===== src/rtl/wpt_pkg.sv =====
package wpt_pkg;

    typedef enum logic {
        WM_LEVEL  = 1'b0,
        WM_CHANGE = 1'b1
    } wm_mode_e;

    typedef enum logic [1:0] {
        TS_IDLE  = 2'd0,
        TS_ARMED = 2'd1,
        TS_FIRE  = 2'd2
    } tstate_e;

    function automatic int cfg_width(input int sw);
        return 2 * sw + 2;
    endfunction

    function automatic int en_pos(input int sw);
        return 2 * sw + 1;
    endfunction

    function automatic int mode_pos(input int sw);
        return 2 * sw;
    endfunction

endpackage


===== src/rtl/wpt_cfg_regs.sv =====
module wpt_cfg_regs
    import wpt_pkg::*;
#(
    parameter int NUM_WP = 4,
    parameter int NUM_BP = 2,
    parameter int SIG_W  = 8,
    parameter int ST_W   = 4,
    parameter int ADDR_W = 3,
    parameter int CFG_W  = 18
) (
    input  logic                    clk,
    input  logic                    rst,
    input  logic                    cfg_we,
    input  logic [ADDR_W-1:0]       cfg_addr,
    input  logic [CFG_W-1:0]        cfg_wdata,
    output logic [NUM_WP-1:0]       wp_en,
    output wm_mode_e                wp_mode [NUM_WP],
    output logic [NUM_WP*SIG_W-1:0] wp_a,
    output logic [NUM_WP*SIG_W-1:0] wp_b,
    output logic [NUM_BP-1:0]       bp_en,
    output logic [NUM_BP*ST_W-1:0]  bp_val
);
    localparam int EN_B   = en_pos(SIG_W);
    localparam int MODE_B = mode_pos(SIG_W);

    for (genvar i = 0; i < NUM_WP; i++) begin : g_wp
        logic sel;
        assign sel = cfg_we && (int'(cfg_addr) == i);
        always_ff @(posedge clk) begin
            if (rst) begin
                wp_en[i]              <= 1'b0;
                wp_mode[i]            <= WM_LEVEL;
                wp_a[i*SIG_W +: SIG_W] <= '0;
                wp_b[i*SIG_W +: SIG_W] <= '0;
            end else if (sel) begin
                wp_en[i]              <= cfg_wdata[EN_B];
                wp_mode[i]            <= wm_mode_e'(cfg_wdata[MODE_B]);
                wp_a[i*SIG_W +: SIG_W] <= cfg_wdata[SIG_W-1:0];
                wp_b[i*SIG_W +: SIG_W] <= cfg_wdata[2*SIG_W-1:SIG_W];
            end
        end
    end

    for (genvar j = 0; j < NUM_BP; j++) begin : g_bp
        logic sel;
        assign sel = cfg_we && (int'(cfg_addr) == NUM_WP + j);
        always_ff @(posedge clk) begin
            if (rst) begin
                bp_en[j]              <= 1'b0;
                bp_val[j*ST_W +: ST_W] <= '0;
            end else if (sel) begin
                bp_en[j]              <= cfg_wdata[EN_B];
                bp_val[j*ST_W +: ST_W] <= cfg_wdata[ST_W-1:0];
            end
        end
    end

    // right after reset no condition is enabled
    p_reset_clear_r1: assert property (@(posedge clk)
        rst |=> (wp_en == '0) && (bp_en == '0));

endmodule


===== src/rtl/wpt_watch.sv =====
module wpt_watch
    import wpt_pkg::*;
#(
    parameter int SIG_W = 8
) (
    input  logic             clk,
    input  logic             rst,
    input  logic             en,
    input  wm_mode_e         mode,
    input  logic [SIG_W-1:0] val_a,
    input  logic [SIG_W-1:0] val_b,
    input  logic [SIG_W-1:0] sig,
    input  logic             smp,
    input  logic             clr,
    output logic             hit
);
    logic [SIG_W-1:0] prev_q;
    logic             prev_vld_q;
    logic             lvl_match;
    logic             chg_match;

    always_ff @(posedge clk) begin
        if (rst) begin
            prev_q     <= '0;
            prev_vld_q <= 1'b0;
        end else if (clr) begin
            prev_vld_q <= 1'b0;
        end else if (smp) begin
            prev_q     <= sig;
            prev_vld_q <= 1'b1;
        end
    end

    always_comb begin
        lvl_match = (sig == val_a);
        chg_match = prev_vld_q && (prev_q == val_a) && (sig == val_b);
        if (!en) begin
            hit = 1'b1;
        end else if (mode == WM_CHANGE) begin
            hit = chg_match;
        end else begin
            hit = lvl_match;
        end
    end

    // the sample right after an arm cannot finish a change-mode match
    p_no_first_change_r5: assert property (@(posedge clk) disable iff (rst)
        clr |=> !chg_match);

    // the stored sample holds across cycles that are not samples
    p_prev_hold_r10: assert property (@(posedge clk) disable iff (rst)
        (!smp && !clr) |=> $stable(prev_q) && $stable(prev_vld_q));

endmodule


===== src/rtl/wpt_break.sv =====
module wpt_break #(
    parameter int ST_W = 4
) (
    input  logic            en,
    input  logic [ST_W-1:0] code,
    input  logic [ST_W-1:0] st,
    output logic            hit
);
    always_comb begin
        hit = !en || (st == code);
    end
endmodule


===== src/rtl/wpt_ctrl.sv =====
module wpt_ctrl
    import wpt_pkg::*;
(
    input  logic clk,
    input  logic rst,
    input  logic arm,
    input  logic smp,
    input  logic cond_ok,
    output logic trg,
    output logic armed
);
    tstate_e st_q;
    tstate_e st_d;

    always_comb begin
        st_d = st_q;
        if (arm) begin
            st_d = TS_ARMED;
        end else begin
            unique case (st_q)
                TS_ARMED: if (smp && cond_ok) st_d = TS_FIRE;
                TS_FIRE:  st_d = TS_IDLE;
                default:  st_d = st_q;
            endcase
        end
    end

    always_ff @(posedge clk) begin
        if (rst) st_q <= TS_IDLE;
        else     st_q <= st_d;
    end

    assign trg   = (st_q == TS_FIRE);
    assign armed = (st_q == TS_ARMED);

    // the trigger lasts a single clock
    p_single_pulse_r9: assert property (@(posedge clk) disable iff (rst)
        trg |=> !trg);

    // the unit is disarmed while the trigger is high
    p_disarm_on_fire_r9: assert property (@(posedge clk) disable iff (rst)
        trg |-> !armed);

    // an arm request always leaves the unit armed
    p_arm_takes_r2: assert property (@(posedge clk) disable iff (rst)
        arm |=> armed);

    // a trigger follows a sample cycle
    p_fire_on_sample_r10: assert property (@(posedge clk) disable iff (rst)
        trg |-> $past(smp));

endmodule


===== src/rtl/wpt_trigger_unit.sv =====
module wpt_trigger_unit
    import wpt_pkg::*;
#(
    parameter int NUM_WP = 4,
    parameter int NUM_BP = 2,
    parameter int SIG_W  = 8,
    parameter int ST_W   = 4,
    parameter int ADDR_W = $clog2(NUM_WP + NUM_BP + 1),
    parameter int CFG_W  = cfg_width(SIG_W)
) (
    input  logic                    clk,
    input  logic                    rst,
    input  logic                    cfg_we,
    input  logic [ADDR_W-1:0]       cfg_addr,
    input  logic [CFG_W-1:0]        cfg_wdata,
    input  logic                    arm,
    input  logic                    smp_en,
    input  logic [NUM_WP*SIG_W-1:0] wp_sig,
    input  logic [ST_W-1:0]         st_sig,
    output logic                    trg,
    output logic                    armed
);
    logic [NUM_WP-1:0]       wp_en;
    wm_mode_e                wp_mode [NUM_WP];
    logic [NUM_WP*SIG_W-1:0] wp_a;
    logic [NUM_WP*SIG_W-1:0] wp_b;
    logic [NUM_BP-1:0]       bp_en;
    logic [NUM_BP*ST_W-1:0]  bp_val;
    logic [NUM_WP-1:0]       wp_hit;
    logic [NUM_BP-1:0]       bp_hit;
    logic                    smp;
    logic                    any_en;
    logic                    cond_ok;

    assign smp = smp_en && armed && !arm;

    wpt_cfg_regs #(
        .NUM_WP(NUM_WP), .NUM_BP(NUM_BP), .SIG_W(SIG_W),
        .ST_W(ST_W), .ADDR_W(ADDR_W), .CFG_W(CFG_W)
    ) u_regs (
        .clk(clk), .rst(rst), .cfg_we(cfg_we), .cfg_addr(cfg_addr),
        .cfg_wdata(cfg_wdata), .wp_en(wp_en), .wp_mode(wp_mode),
        .wp_a(wp_a), .wp_b(wp_b), .bp_en(bp_en), .bp_val(bp_val)
    );

    for (genvar i = 0; i < NUM_WP; i++) begin : g_watch
        wpt_watch #(.SIG_W(SIG_W)) u_watch (
            .clk(clk), .rst(rst), .en(wp_en[i]), .mode(wp_mode[i]),
            .val_a(wp_a[i*SIG_W +: SIG_W]), .val_b(wp_b[i*SIG_W +: SIG_W]),
            .sig(wp_sig[i*SIG_W +: SIG_W]), .smp(smp), .clr(arm),
            .hit(wp_hit[i])
        );
    end

    for (genvar j = 0; j < NUM_BP; j++) begin : g_break
        wpt_break #(.ST_W(ST_W)) u_break (
            .en(bp_en[j]), .code(bp_val[j*ST_W +: ST_W]),
            .st(st_sig), .hit(bp_hit[j])
        );
    end

    assign any_en  = (|wp_en) || (|bp_en);
    assign cond_ok = any_en && (&wp_hit) && (&bp_hit);

    wpt_ctrl u_ctrl (
        .clk(clk), .rst(rst), .arm(arm), .smp(smp),
        .cond_ok(cond_ok), .trg(trg), .armed(armed)
    );

    // a trigger needs at least one enabled condition
    p_need_enable_r8: assert property (@(posedge clk) disable iff (rst)
        trg |-> $past(any_en));

    // every enabled breakpoint agreed on the deciding sample
    p_and_of_breaks_r7: assert property (@(posedge clk) disable iff (rst)
        trg |-> $past(&bp_hit));

endmodule


===== config.mk =====
export PLATFORM = sky130hd
export DESIGN_NAME = wpt_trigger_unit
export DESIGN_NICKNAME = d
export VERILOG_FILES = /design/src/rtl/wpt_pkg.sv /design/src/rtl/wpt_cfg_regs.sv /design/src/rtl/wpt_watch.sv /design/src/rtl/wpt_break.sv /design/src/rtl/wpt_ctrl.sv /design/src/rtl/wpt_trigger_unit.sv
export SDC_FILE = /design/constraint.sdc
export NUM_CORES = 1
export LEC_CHECK = 0
export BUFFER_PORTS_ARGS = -buffer_cell sky130_fd_sc_hd__buf_2
export CORE_AREA = 4 4 89 133
export DETAILED_ROUTE_END_ITERATION = 10
export DIE_AREA = 0 0 93 137
export PLACE_DENSITY_LB_ADDON = 0.1
export SLEW_MARGIN = 20
export SYNTH_ARGS = -nofsm -noshare
export SYNTH_HDL_FRONTEND = slang
export SYNTH_SLANG_ARGS = --single-unit

===== constraint.sdc =====
create_clock -name clk -period 2.5 [get_ports clk]
set_input_delay 0 -clock clk [delete_from_list [all_inputs] [get_ports clk]]
set_output_delay 0 -clock clk [all_outputs]
set_load 0.01 [all_outputs]

Word-level counts from Yosys, hierarchy flattened
Cells that the tools add are included.

Mux-type cells: 11. Reduce and logical (&&, ||, !) cells: 36. Eq/ne operators: 23. Bitwise gates (word level): 1.

Operator list (number): == test 8 bit (12); logical AND 1 bit (19); == test 3 bit, second input constant (4); two-way mux 1 bit (9); == test 4 bit (2); AND reduction 2 bit (4); case mux 2 bit (2 select lines) (1); AND reduction 4 bit (1); OR reduction 2 bit (2); OR reduction 4 bit (1); == test 3 x 2 -> 1 bit, second input constant (1); zero test 1 bit (3); zero test 3 bit (1); logical OR 1 bit (3); inequality test 3 x 2 -> 1 bit, second input constant (1); nonzero test 3 bit (1); == test 2 x 1 -> 1 bit, second input constant (1); == test 2 bit, second input constant (1); two-way mux 2 bit (1); inequality test 2 x 1 -> 1 bit, second input constant (1); nonzero test 2 bit (1); inverter 1 bit (1).

Input bits: 62. Output and inout port bits: 2. Logic and storage cells: 98. Register bits after elaboration: 117.

Logic depth before layout (Yosys ltp)
Gate-level depths: netlist of run 1.

Depth after elaboration: 12. Gate-level depth with buffers: 8. Depth with buffers taken out: 6.

Cells and area by module
Synthesis of run 1 repeated with hierarchy kept, for this count alone.

Cells, all modules: 572. Area total of the unflattened synthesis: 5869.4 µm².

By module, submodules not included: wpt_cfg_regs (seq. area each 1641.6 µm², times used 1, cells each 294, area an instance 3310.7 µm²); wpt_watch (seq. area each 180.2 µm², times used 4, cells each 63, area an instance 584.3 µm²); wpt_break (seq. area each 0.0 µm², times used 2, cells each 5, area an instance 51.3 µm²); wpt_ctrl (seq. area each 40.0 µm², times used 1, cells each 9, area an instance 83.8 µm²); wpt_trigger_unit (seq. area each 0.0 µm², times used 1, cells each 7, area an instance 35.0 µm²).

Worst setup path after synthesis of run 1
Ideal clock, no wire load.

Kind: register to register. Start: register u_ctrl.st_q[0]. End: register u_ctrl.st_q[0]. Path buffers: 1. Required time: 2367 ps. Clock period less this slack: 1530 ps. Setup time: 133 ps. Data arrival time: 1397 ps. Cell stages (with the launch flop): 8. Path slack: 970 ps. Cell sequence: dfxtp_1 -> nor2b_4 -> nand2_1 -> or2_1 -> clkbuf_1 -> a211o_1 -> nor4_2 -> a211oi_1.

Word-level cells in the longest chain between the ends: 6. Elaborated cells on any way between the ends: 10.

RTL lines: start, declared (line wpt_ctrl.sv:12) `tstate_e st_q;`; start signal, assigned (line wpt_ctrl.sv:30) `else st_q <= st_d;`; == test 2 x 1 -> 1 bit * (line wpt_ctrl.sv:34) `assign armed = (st_q == TS_ARMED);`; via armed (line wpt_trigger_unit.sv:21) `output logic armed`; logical AND 1 bit (2 in series) (line wpt_trigger_unit.sv:35) `assign smp = smp_en && armed && !arm;`; logical AND 1 bit (line wpt_ctrl.sv:21) `TS_ARMED: if (smp && cond_ok) st_d = TS_FIRE;`; inequality test 3 x 2 -> 1 bit (no source line); AND reduction 2 bit (no source line).

Mark *: on every way through the listed nets, which the timed path passes. The rest lies on a longest branch. A chain may end at the register's enable or synchronous reset.

Worst setup path after layout of run 1
Start: register u_regs.wp_a[6]. End: register u_ctrl.st_q[0].

Word-level cells in the longest chain between the ends: 11. Elaborated cells on any way between the ends: 12.

RTL lines: start, declared (line wpt_cfg_regs.sv:18) `output logic [NUM_WP*SIG_W-1:0] wp_a,`; start signal, assigned by index (line wpt_cfg_regs.sv:38) `wp_a[i*SIG_W +: SIG_W] <= cfg_wdata[SIG_W-1:0];`; == test 8 bit (line wpt_watch.sv:36) `chg_match = prev_vld_q && (prev_q == val_a) && (sig == val_b);`; logical AND 1 bit (2 in series) (line wpt_watch.sv:36); two-way mux 1 bit * (line wpt_watch.sv:39) `end else if (mode == WM_CHANGE) begin`; two-way mux 1 bit * (line wpt_watch.sv:37) `if (!en) begin`; AND reduction 4 bit * (line wpt_trigger_unit.sv:63) `assign cond_ok = any_en && (&wp_hit) && (&bp_hit);`; logical AND 1 bit * (2 in series) (line wpt_trigger_unit.sv:63); logical AND 1 bit * (line wpt_ctrl.sv:21); inequality test 3 x 2 -> 1 bit (no source line) *; AND reduction 2 bit (no source line) *.

Mark *: on every way between the ends. The rest lies on a longest branch, timed or not.

==> flow_metrics.py, run 1 <==
metrics = {
    "cts": {
        "cts.path.max_buffers": 2,
        "htreeDepth": 4,
        "cts.sinks": 117,
        "clkTransAtPathRegs_ns": 0.05,
        "insertion_delay_ns": 0.41,
        "clock-root-buffer": "clkbuf_16",
        "cts_tree": "built",
        "cts_made_buffers": 17,
    },
    "synth": {
        "synth_edf_count": 0,
        "syn_nets": 720,
        "synth_ff_type": "dfxtp_1",
        "ys_async_sr_fraction": 0,
        "synth_cell_types": 28,
        "ys_warn_count": 0,
        "avgSynthCellArea_um2": 8.013,
        "synth_area_leader_cell": "dfxtp_1",
        "synth_cells": 658,
        "synth.top_cell.area_share": 0.4442,
        "ys_seq_elements": 117,
        "ys_seq_area_frac": 0.4442,
        "synth_area_leaders": "dfxtp_1 44%, xnor2_1 16%, nand2_1 15%, a21oi_1 10%, nand4_1 2.3%",
        "synth.cell_area_mm2": 0.005273,
    },
    "sta": {
        "fin_crit_sh": 0.6950,
        "setup_ws_ns": 0.7624,
        "skew_ns": 0.003280,
        "relSlewSlack": 0.4914,
        "slew_violations": 0,
        "max_freq_mhz": 575.5,
        "timing.setup.tns_ns": 0,
        "setup_viol": 0,
        "rsz0062_at_grt": "no",
        "tightest_slew_ns": 0.7621,
        "fin_crit_ns": 1.738,
        "hold_viol_final": 0,
    },
    "placed_design": {
        "pre_cts_slack_ns": 0.7551,
        "io_buffers": 63,
        "gp_congestion": 0.8236,
        "place_area_mm2": 0.005668,
        "place_hpwl_um": 10060,
    },
    "route": {
        "drc_errors": 0,
        "ant_nets": 0,
        "wl_per_cell_um": 16.20,
        "dr.pass1.iters": 4,
        "vias_per_cell": 5.132,
        "drtIter0Drc": 306,
        "wl_um": 14900,
        "vias": 4721,
    },
    "job": {
        "max_cap_viol_count": 0,
    },
    "worst_setup_path": {
        "cp-start-kind": "flip-flop",
        "cp.required_ns": 2.76,
        "setup.worst_path.start": "u_regs.wp_a[6]",
        "path_buf_inv": 0,
        "critPathKind": "reg -> reg",
        "cp_max_fo": 3,
        "crit_path_end_kind": "flip-flop",
        "timing.rr.start": "u_regs.wp_a[6]",
        "cp_data_arrival_time_ns": 2.00,
        "crit_path_max_incr_delay_ns": 0.38,
        "path_delay_family": "simple AND/OR/NAND/NOR gates",
        "crit_chain": "xnor2_1 -> nand4_1 -> nor4_1 -> a41oi_1 -> nor4_2 -> a211oi_1",
        "cpMaxStageDelayCell": "dfxtp_1",
    },
    "power_and_ir_drop": {
        "switching_share": 0.2263,
        "pwr_density_cell_mw_per_mm2": 718.6,
        "leakage_nw": 2.353,
        "max-vdd-ir-drop_uv": 489.8,
        "clockPowerShare": 0.511,
        "p_switching_w": 0.001106,
        "pwr-share-seq": 0.398,
        "power.internal_w": 0.003781,
        "pwr-share-comb": 0.091,
    },
    "floorplan": {
        "die_area_mm2": 0.01274,
        "die_w_um": 93,
        "boundaryPins": 64,
        "dieHeight_um": 137,
        "row_count": 46,
        "start_util": 0.4979,
        "core_area_mm2": 0.01059,
    },
    "global_route": {
        "gr-total-overflow": 0,
        "antenna_found_initial": 0,
        "grt_start_max_net_pins": 55,
        "first_global_vias": 4706,
        "grt_pass1_wl_um": 23850,
        "track_usage": 0.2462,
    },
    "cells_and_area": {
        "layout_common_cells": "212 x nand2_1, 117 x dfxtp_1, 107 x a21oi_1",
        "final_common_cell": "nand2_1",
        "fin_area_mm2": 0.006800,
        "fillers": 985,
        "antenna_cells_inserted": 0,
        "area_growth_pct": 28.97,
        "drive_above_1_share": 0.1327,
        "nets": 825,
    },
    "hold_path": {
        "min_path_type": "in -> reg",
        "hold_start": "rst",
    },
    "status": {
        "outcome": "complete, no violations",
    },
}
-- through the flow --
step | hold WS [ns] | cells | utilization | total power (W)
after floorplan | 0.07931 | 658 | - | 0.002193
after global placement | 0.2731 | 836 | 0.5352 | 0.002360
after detailed placement | 0.2678 | 836 | 0.5352 | 0.002365
after CTS | 0.07700 | 920 | 0.6421 | 0.004906
after global routing | 0.09625 | 920 | 0.6421 | 0.005043
final | 0.08863 | 920 | 0.6421 | 0.004887
-- worst register-to-register path, stage by stage (launching register included) --
cell      delay, ns
dfxtp_1        0.38
xnor2_1        0.15
nand4_1        0.11
nor4_1         0.31
a41oi_1        0.21
nor4_2         0.33
a211oi_1       0.11
-- Yosys cell counts, types with 5 or more instances --
library cell / number
xnor2_1: 96
buf_2: 12
a21oi_1: 107
nand4_1: 19
nor4_1: 5
mux2i_1: 10
nand2_1: 212
dfxtp_1: 117
nand3_1: 10
nor2_1: 15
xor2_1: 8
clkbuf_1: 19
-- power by group through the flow --
stage	Combinational, W	Clock (W)	Sequential [W]
floorplan	0.000216	0	0.00198
global placement	0.000377	0	0.00198
detailed placement	0.000380	0	0.00198
CTS	0.000444	0.00252	0.00195
global route	0.000484	0.00261	0.00195
finish	0.000443	0.00250	0.00195
-- state kept, by name, indices dropped and copies added, names as in the netlist --
register                    count
g_watch.u_watch.prev_q         32
g_watch.u_watch.prev_vld_q      1
u_ctrl.st_q                     2
u_regs.bp_en                    2
u_regs.bp_val                   8
u_regs.wp_a                    32
u_regs.wp_b                    32
u_regs.wp_en                    4
u_regs.wp_mode                  4
-- final cells by class --
cell class / count / area, µm² / share of cell area
repair buffers: 120 / 875.8 / 0.1288
flip-flops and latches: 117 / 2342 / 0.3444
multi-input cells: 507 / 2790 / 0.4103
well taps: 144 / 180.2 / 0.02649
clock buffers: 23 / 488.0 / 0.07176
clock inverters: 9 / 123.9 / 0.01822
-- logic make-up (layout without fill, tap and decap cells) --
family                    count (synthesis)  after routing  synth area share
AOI/OAI and AO/OA                       116            116            0.1163
buffers and inverters                    34            152           0.02705
DFF                                     117            117            0.4442
and+or+nand+nor                         277            277            0.2207
muxes                                    10             10           0.01899
xor gates and xnor gates                104            104            0.1728
-- what timing repair did --
action | 4_1_cts | 5_1_grt
buffers inserted | 0 | 0
hold endpoints to repair | 109 | 0
resized for setup | 0 | 0
hold buffers | 52 | 0
-- path summary, 6_finish.rpt --
kind | end | slack (ns) | cells after the start
max | u_ctrl.st_q[0] | 0.76 | 6
min | u_regs.bp_en[1] | 0.09 | 2
max reg2reg | u_ctrl.st_q[0] | 0.76 | 6
min reg2reg | u_regs.wp_b[8] | 0.47 | 2
-- layer usage --
metal  part of all wire  vias to the layer above  track usage
met1               0.42                     2194       0.3004
met4              0.032                        0      0.09617
met5                  0                        -            0
met2               0.50                      116       0.4244
met3              0.048                       32      0.04895
li1                   -                     2379            -
Power figures use the tool's default switching activity.
==> run 2: changes to the inputs <==
==> constraint.sdc (replaced) <==
create_clock -name clk -period 1.5 [get_ports clk]
set_input_delay 0 -clock clk [delete_from_list [all_inputs] [get_ports clk]]
set_output_delay 0 -clock clk [all_outputs]
set_load 0.01 [all_outputs]
==> flow_metrics.py, run 2 (synthesized netlist as in run 1, its figures left out) <==
metrics = {
    "status": {
        "outcome": "finished with violations",
        "violations": "negative setup slack",
    },
    "hold_path": {
        "min_path_cells": 3,
        "min_to": "u_ctrl.st_q[1]",
        "min_path_type": "in -> reg",
        "hold_start": "rst",
    },
    "cells_and_area": {
        "area_growth_pct": 34.55,
        "final_cells": 945,
        "fin_area_mm2": 0.007094,
        "drive_above_1_share": 0.1898,
        "final_common_cell": "nand2_1",
        "largestRegisters": "g_watch.u_watch.prev_q: 32 flops, u_regs.wp_a: 32 flops, u_regs.wp_b: 32 flops",
        "nets": 853,
        "antenna_cells_inserted": 0,
        "layout_common_cells": "212 x nand2_1, 107 x a21oi_1, 105 x dfxtp_1",
        "final_util": 0.6699,
    },
    "route": {
        "wl_um": 15740,
        "dr.pass1.iters": 5,
        "vias": 4955,
        "wl_per_cell_um": 16.66,
        "vias_per_cell": 5.243,
        "drtIter0Drc": 267,
        "drc_errors": 0,
        "ant_nets": 0,
    },
    "sta": {
        "hold_viol_final": 0,
        "rsz0062_at_grt": "yes",
        "max_freq_mhz": 576.9,
        "relSlewSlack": 0.4274,
        "setup_viol": 2,
        "fin_crit_ns": 1.733,
        "setup_ws_ns": -0.2335,
        "hold_ws_ns": 0.02757,
        "slew_violations": 0,
        "skew_ns": 0.006095,
        "tightest_slew_ns": 0.8561,
        "fin_crit_sh": 1.156,
    },
    "global_route": {
        "gr-total-overflow": 0,
        "grt_pass1_wl_um": 24780,
        "antenna_found_initial": 0,
        "track_usage": 0.2573,
        "grt_start_max_net_pins": 65,
        "first_global_vias": 4845,
    },
    "cts": {
        "cts_made_buffers": 17,
        "htreeDepth": 4,
        "clkTransAtPathRegs_ns": 0.05,
        "clock-root-buffer": "clkbuf_16",
        "cts_setup_buffers": 0,
        "cts_tree": "built",
        "cts.path.max_buffers": 2,
        "insertion_delay_ns": 0.41,
        "cts.sinks": 117,
    },
    "worst_setup_path": {
        "crit_path_end_kind": "flip-flop",
        "cp-start-kind": "flip-flop",
        "cp_max_fo": 3,
        "cp.required_ns": 1.78,
        "timing.rr.end": "u_ctrl.st_q[0]",
        "timing.rr.start": "u_regs.wp_a[5]",
        "critPathKind": "reg -> reg",
        "reg2reg_depth": 6,
        "cp_data_arrival_time_ns": 2.01,
        "r2r_setup_slack_ns": -0.23,
    },
    "power_and_ir_drop": {
        "max-vdd-ir-drop_uv": 826.8,
        "pwr_density_cell_mw_per_mm2": 1084,
        "leakage_nw": 2.481,
    },
    "floorplan": {
        "row_count": 46,
        "core_area_mm2": 0.01059,
        "die_w_um": 93,
        "dieHeight_um": 137,
        "start_util": 0.4979,
        "boundaryPins": 64,
        "die_area_mm2": 0.01274,
    },
    "placed_design": {
        "place_area_mm2": 0.005889,
        "io_buffers": 63,
        "place_inst": 862,
        "pre_cts_slack_ns": -0.1832,
        "gp_congestion": 0.8570,
        "place_hpwl_um": 10270,
    },
    "job": {
        "max_cap_viol_count": 0,
    },
}
-- run 2: cell types whose count changed in the layout (fill, tap and decap cells not counted), moves of 4 or more --
| cell | before | now |
|---|---|---|
| buf_4 | 6 | 29 |
| dfxtp_1 | 117 | 105 |
| xnor2_2 | 0 | 6 |
| nor4_1 | 5 | 1 |
| xnor2_1 | 96 | 90 |
| dfxtp_2 | 0 | 12 |
-- run 2: worst max path at each step --
stage | slack, ns | start | cells after the start | endpoint
final | -0.23 | u_regs.wp_a[5] | 6 | u_ctrl.st_q[0]
after global routing | -0.35 | u_regs.wp_b[26] | 6 | u_ctrl.st_q[1]
after CTS | -0.19 | u_regs.bp_val[2] | 6 | u_ctrl.st_q[0]
after detailed placement | -0.18 | u_regs.wp_a[6] | 6 | u_ctrl.st_q[0]
after global placement | -0.16 | u_regs.wp_a[6] | 6 | u_ctrl.st_q[0]
after floorplan | -0.008 | u_regs.wp_a[31] | 6 | u_ctrl.st_q[0]
-- run 2: cell type report --
type | instances | area [µm²]
fill | 915 | 3496
multi-input combinational | 507 | 2914
sequential | 117 | 2357
timing repair buffer | 148 | 1120
clock buffer | 23 | 467.9
tap | 144 | 180.2
clock inverter | 6 | 55.05
-- run 2: layer usage --
layer  share of wire  GRT usage  vias up  wire [µm]
li1                -          -     2439          -
met1            0.41     0.3168     2354       6511
met2            0.51     0.4301      132       8015
met3           0.048    0.06106       30        751
met4           0.029     0.1068        0        461
met5               0          0        -          0
-- run 2: critical path, cell delays in order (launching register included) --
cell and delay, ns:
dfxtp_2 0.34, xnor2_2 0.17, nand4_1 0.15, nor4_2 0.34, a41oi_2 0.20, nor4_4 0.30, a211oi_1 0.10
-- run 2: what timing repair did --
item / 4_1_cts / 5_1_grt
pin swaps: 7 / 8
gates resized for setup: 5 / 24
endpoints found under the setup margin: 2 / 30
hold buffers: 54 / 0
hold endpoints to repair: 111 / 0
cloned: 0 / 0
-- run 2: stage by stage --
| step | total power [W] | TNS, ns |
|---|---|---|
| 2_1_floorplan | 0.003656 | -0.008072 |
| 3_3_place_gp | 0.003970 | -0.3043 |
| 3_5_place_dp | 0.003981 | -0.3484 |
| 4_1_cts | 0.007711 | -0.3582 |
| 5_1_grt | 0.007957 | -0.7075 |
| 6_report | 0.007692 | -0.4508 |
-- run 2: where the power goes --
part | internal, W | total, W | switching (W)
Clock | 0.00231 | 0.00363 | 0.00132
Combinational | 0.000382 | 0.000816 | 0.000434
Sequential | 0.00319 | 0.00325 | 0.0000562
==> run 3: changes to the inputs <==
--- a/config.mk
+++ b/config.mk
@@ -14,3 +14,4 @@
 export SYNTH_ARGS = -nofsm -noshare
 export SYNTH_HDL_FRONTEND = slang
 export SYNTH_SLANG_ARGS = --single-unit
+export TNS_END_PERCENT = 10
==> flow_metrics.py, run 3 (synthesized netlist as in run 1, its figures left out) <==
metrics = {
    "status": {
        "outcome": "finished with violations",
        "violations": "negative setup slack",
    },
    "cts": {
        "cts_setup_buffers": 0,
        "clock-root-buffer": "clkbuf_16",
        "cts.sinks": 117,
        "htreeDepth": 4,
        "cts_tree": "built",
        "cts_made_buffers": 17,
        "clkTransAtPathRegs_ns": 0.05,
        "insertion_delay_ns": 0.41,
        "cts.path.max_buffers": 2,
    },
    "floorplan": {
        "die_area_mm2": 0.01274,
        "core_area_mm2": 0.01059,
        "dieHeight_um": 137,
        "row_count": 46,
        "boundaryPins": 64,
        "start_util": 0.4979,
        "die_w_um": 93,
    },
    "power_and_ir_drop": {
        "pwr_density_cell_mw_per_mm2": 1094,
        "max-vdd-ir-drop_uv": 793.4,
        "power_w": 0.007704,
        "leakage_nw": 2.464,
    },
    "sta": {
        "relSlewSlack": 0.5840,
        "skew_ns": 0.005526,
        "max_freq_mhz": 590.4,
        "hold_viol_final": 0,
        "setup_ws_ns": -0.1939,
        "tightest_slew_ns": 0.6225,
        "rsz0062_at_grt": "yes",
        "fin_crit_sh": 1.129,
        "hold_ws_ns": 0.1384,
        "fin_crit_ns": 1.694,
        "slew_violations": 0,
        "setup_viol": 2,
    },
    "worst_setup_path": {
        "cp_data_arrival_time_ns": 1.98,
        "path_buf_inv": 0,
        "crit_chain": "xnor2_1 -> nand4_1 -> nor4_2 -> a41oi_2 -> nor4_4 -> a211oi_1",
        "cp.required_ns": 1.78,
        "cp_max_fo": 2,
        "cp-start-kind": "flip-flop",
        "crit_path_max_incr_delay_ns": 0.37,
        "cpMaxStageDelayCell": "nor4_2",
        "critPathKind": "reg -> reg",
        "path_delay_family": "simple AND/OR/NAND/NOR gates",
        "crit_path_end_kind": "flip-flop",
    },
    "cells_and_area": {
        "area_growth_pct": 33.58,
        "largestRegisters": "g_watch.u_watch.prev_q: 32 flops, u_regs.wp_a: 32 flops, u_regs.wp_b: 32 flops",
        "drive_above_1_share": 0.1785,
        "final_cells": 945,
        "antenna_cells_inserted": 0,
        "fillers": 965,
        "layout_common_cells": "212 x nand2_1, 111 x dfxtp_1, 107 x a21oi_1",
        "final_common_cell": "nand2_1",
        "nets": 853,
    },
    "route": {
        "vias": 4944,
        "drc_errors": 0,
        "wl_um": 15400,
        "wl_per_cell_um": 16.30,
        "vias_per_cell": 5.232,
        "ant_nets": 0,
        "drtIter0Drc": 273,
        "dr.pass1.iters": 7,
    },
    "global_route": {
        "gr-total-overflow": 0,
        "grt_start_max_net_pins": 53,
        "track_usage": 0.2505,
        "first_global_vias": 4935,
        "antenna_found_initial": 0,
        "grt_pass1_wl_um": 24320,
    },
    "hold_path": {
        "min_path_type": "in -> reg",
    },
    "placed_design": {
        "gp_congestion": 0.8208,
        "place_hpwl_um": 10230,
        "place_inst": 863,
        "io_buffers": 63,
    },
    "job": {
        "max_cap_viol_count": 0,
    },
}
-- run 3: changes by cell type in the layout (fill, tap and decap cells not counted), sizes merged --
cell and change:
buf +1, clkbuf -4, clkinvlp +4, dlygate4sd3 -1
-- run 3: cell type report --
class / count / area, µm² / area share
well taps: 144 / 180.2 / 0.02558
multi-input cells: 507 / 2855 / 0.4054
clock buffers: 19 / 452.9 / 0.06431
flip-flops and latches: 117 / 2352 / 0.3340
clock inverters: 10 / 85.08 / 0.01208
repair buffers: 148 / 1117 / 0.1586
-- run 3: worst paths after layout --
| kind | startpoint | end | slack [ns] | cells past startpoint |
|---|---|---|---|---|
| setup / recovery | u_regs.wp_b[17] | u_ctrl.st_q[0] | -0.19 | 6 |
| hold / removal | cfg_addr[0] | u_regs.wp_a[18] | 0.14 | 5 |
| hold reg to reg | g_watch[2].u_watch.prev_q[4] | g_watch[2].u_watch.prev_q[4] | 0.47 | 2 |
| setup reg to reg | u_regs.wp_b[17] | u_ctrl.st_q[0] | -0.19 | 6 |
-- run 3: what timing repair did --
| item | CTS | global route |
|---|---|---|
| endpoints found under the hold margin | 109 | 0 |
| resized for setup | 4 | 13 |
| setup endpoints to repair | 2 | 13 |
| hold buffers | 53 | 0 |
| pin swaps | 7 | 10 |
-- run 3: worst register-to-register path, cell delays in order (launching register included) --
cell      delay (ns)
dfxtp_1         0.35
xnor2_1         0.12
nand4_1         0.15
nor4_2          0.37
a41oi_2         0.22
nor4_4          0.26
a211oi_1        0.10
-- run 3: power by group --
| group | leakage [nW] | switching [W] | internal (W) |
|---|---|---|---|
| clock | 0.258 | 0.00135 | 0.00231 |
| combinational | 1.26 | 0.000420 | 0.000378 |
| sequential | 0.951 | 0.0000550 | 0.00318 |
-- run 3: through the flow --
step                area, µm²  setup TNS (ns)  utilization  setup WS, ns
floorplan                5273        -0.04932            -      -0.03027
CTS                      6985         -0.3626       0.6596       -0.1871
global placement         5896         -0.3336       0.5567       -0.1713
global route             7043         -0.5868       0.6651       -0.2871
finish                   7043         -0.3790       0.6651       -0.1939
detailed placement       5896         -0.3709       0.5567       -0.1925
-- run 3: layer usage --
metal / up-vias / wire [µm] / track usage
met5: - / 0 / 0
met4: 0 / 473 / 0.1076
met3: 36 / 821 / 0.05281
met2: 140 / 7741 / 0.4345
met1: 2332 / 6366 / 0.2973
li1: 2436 / - / -
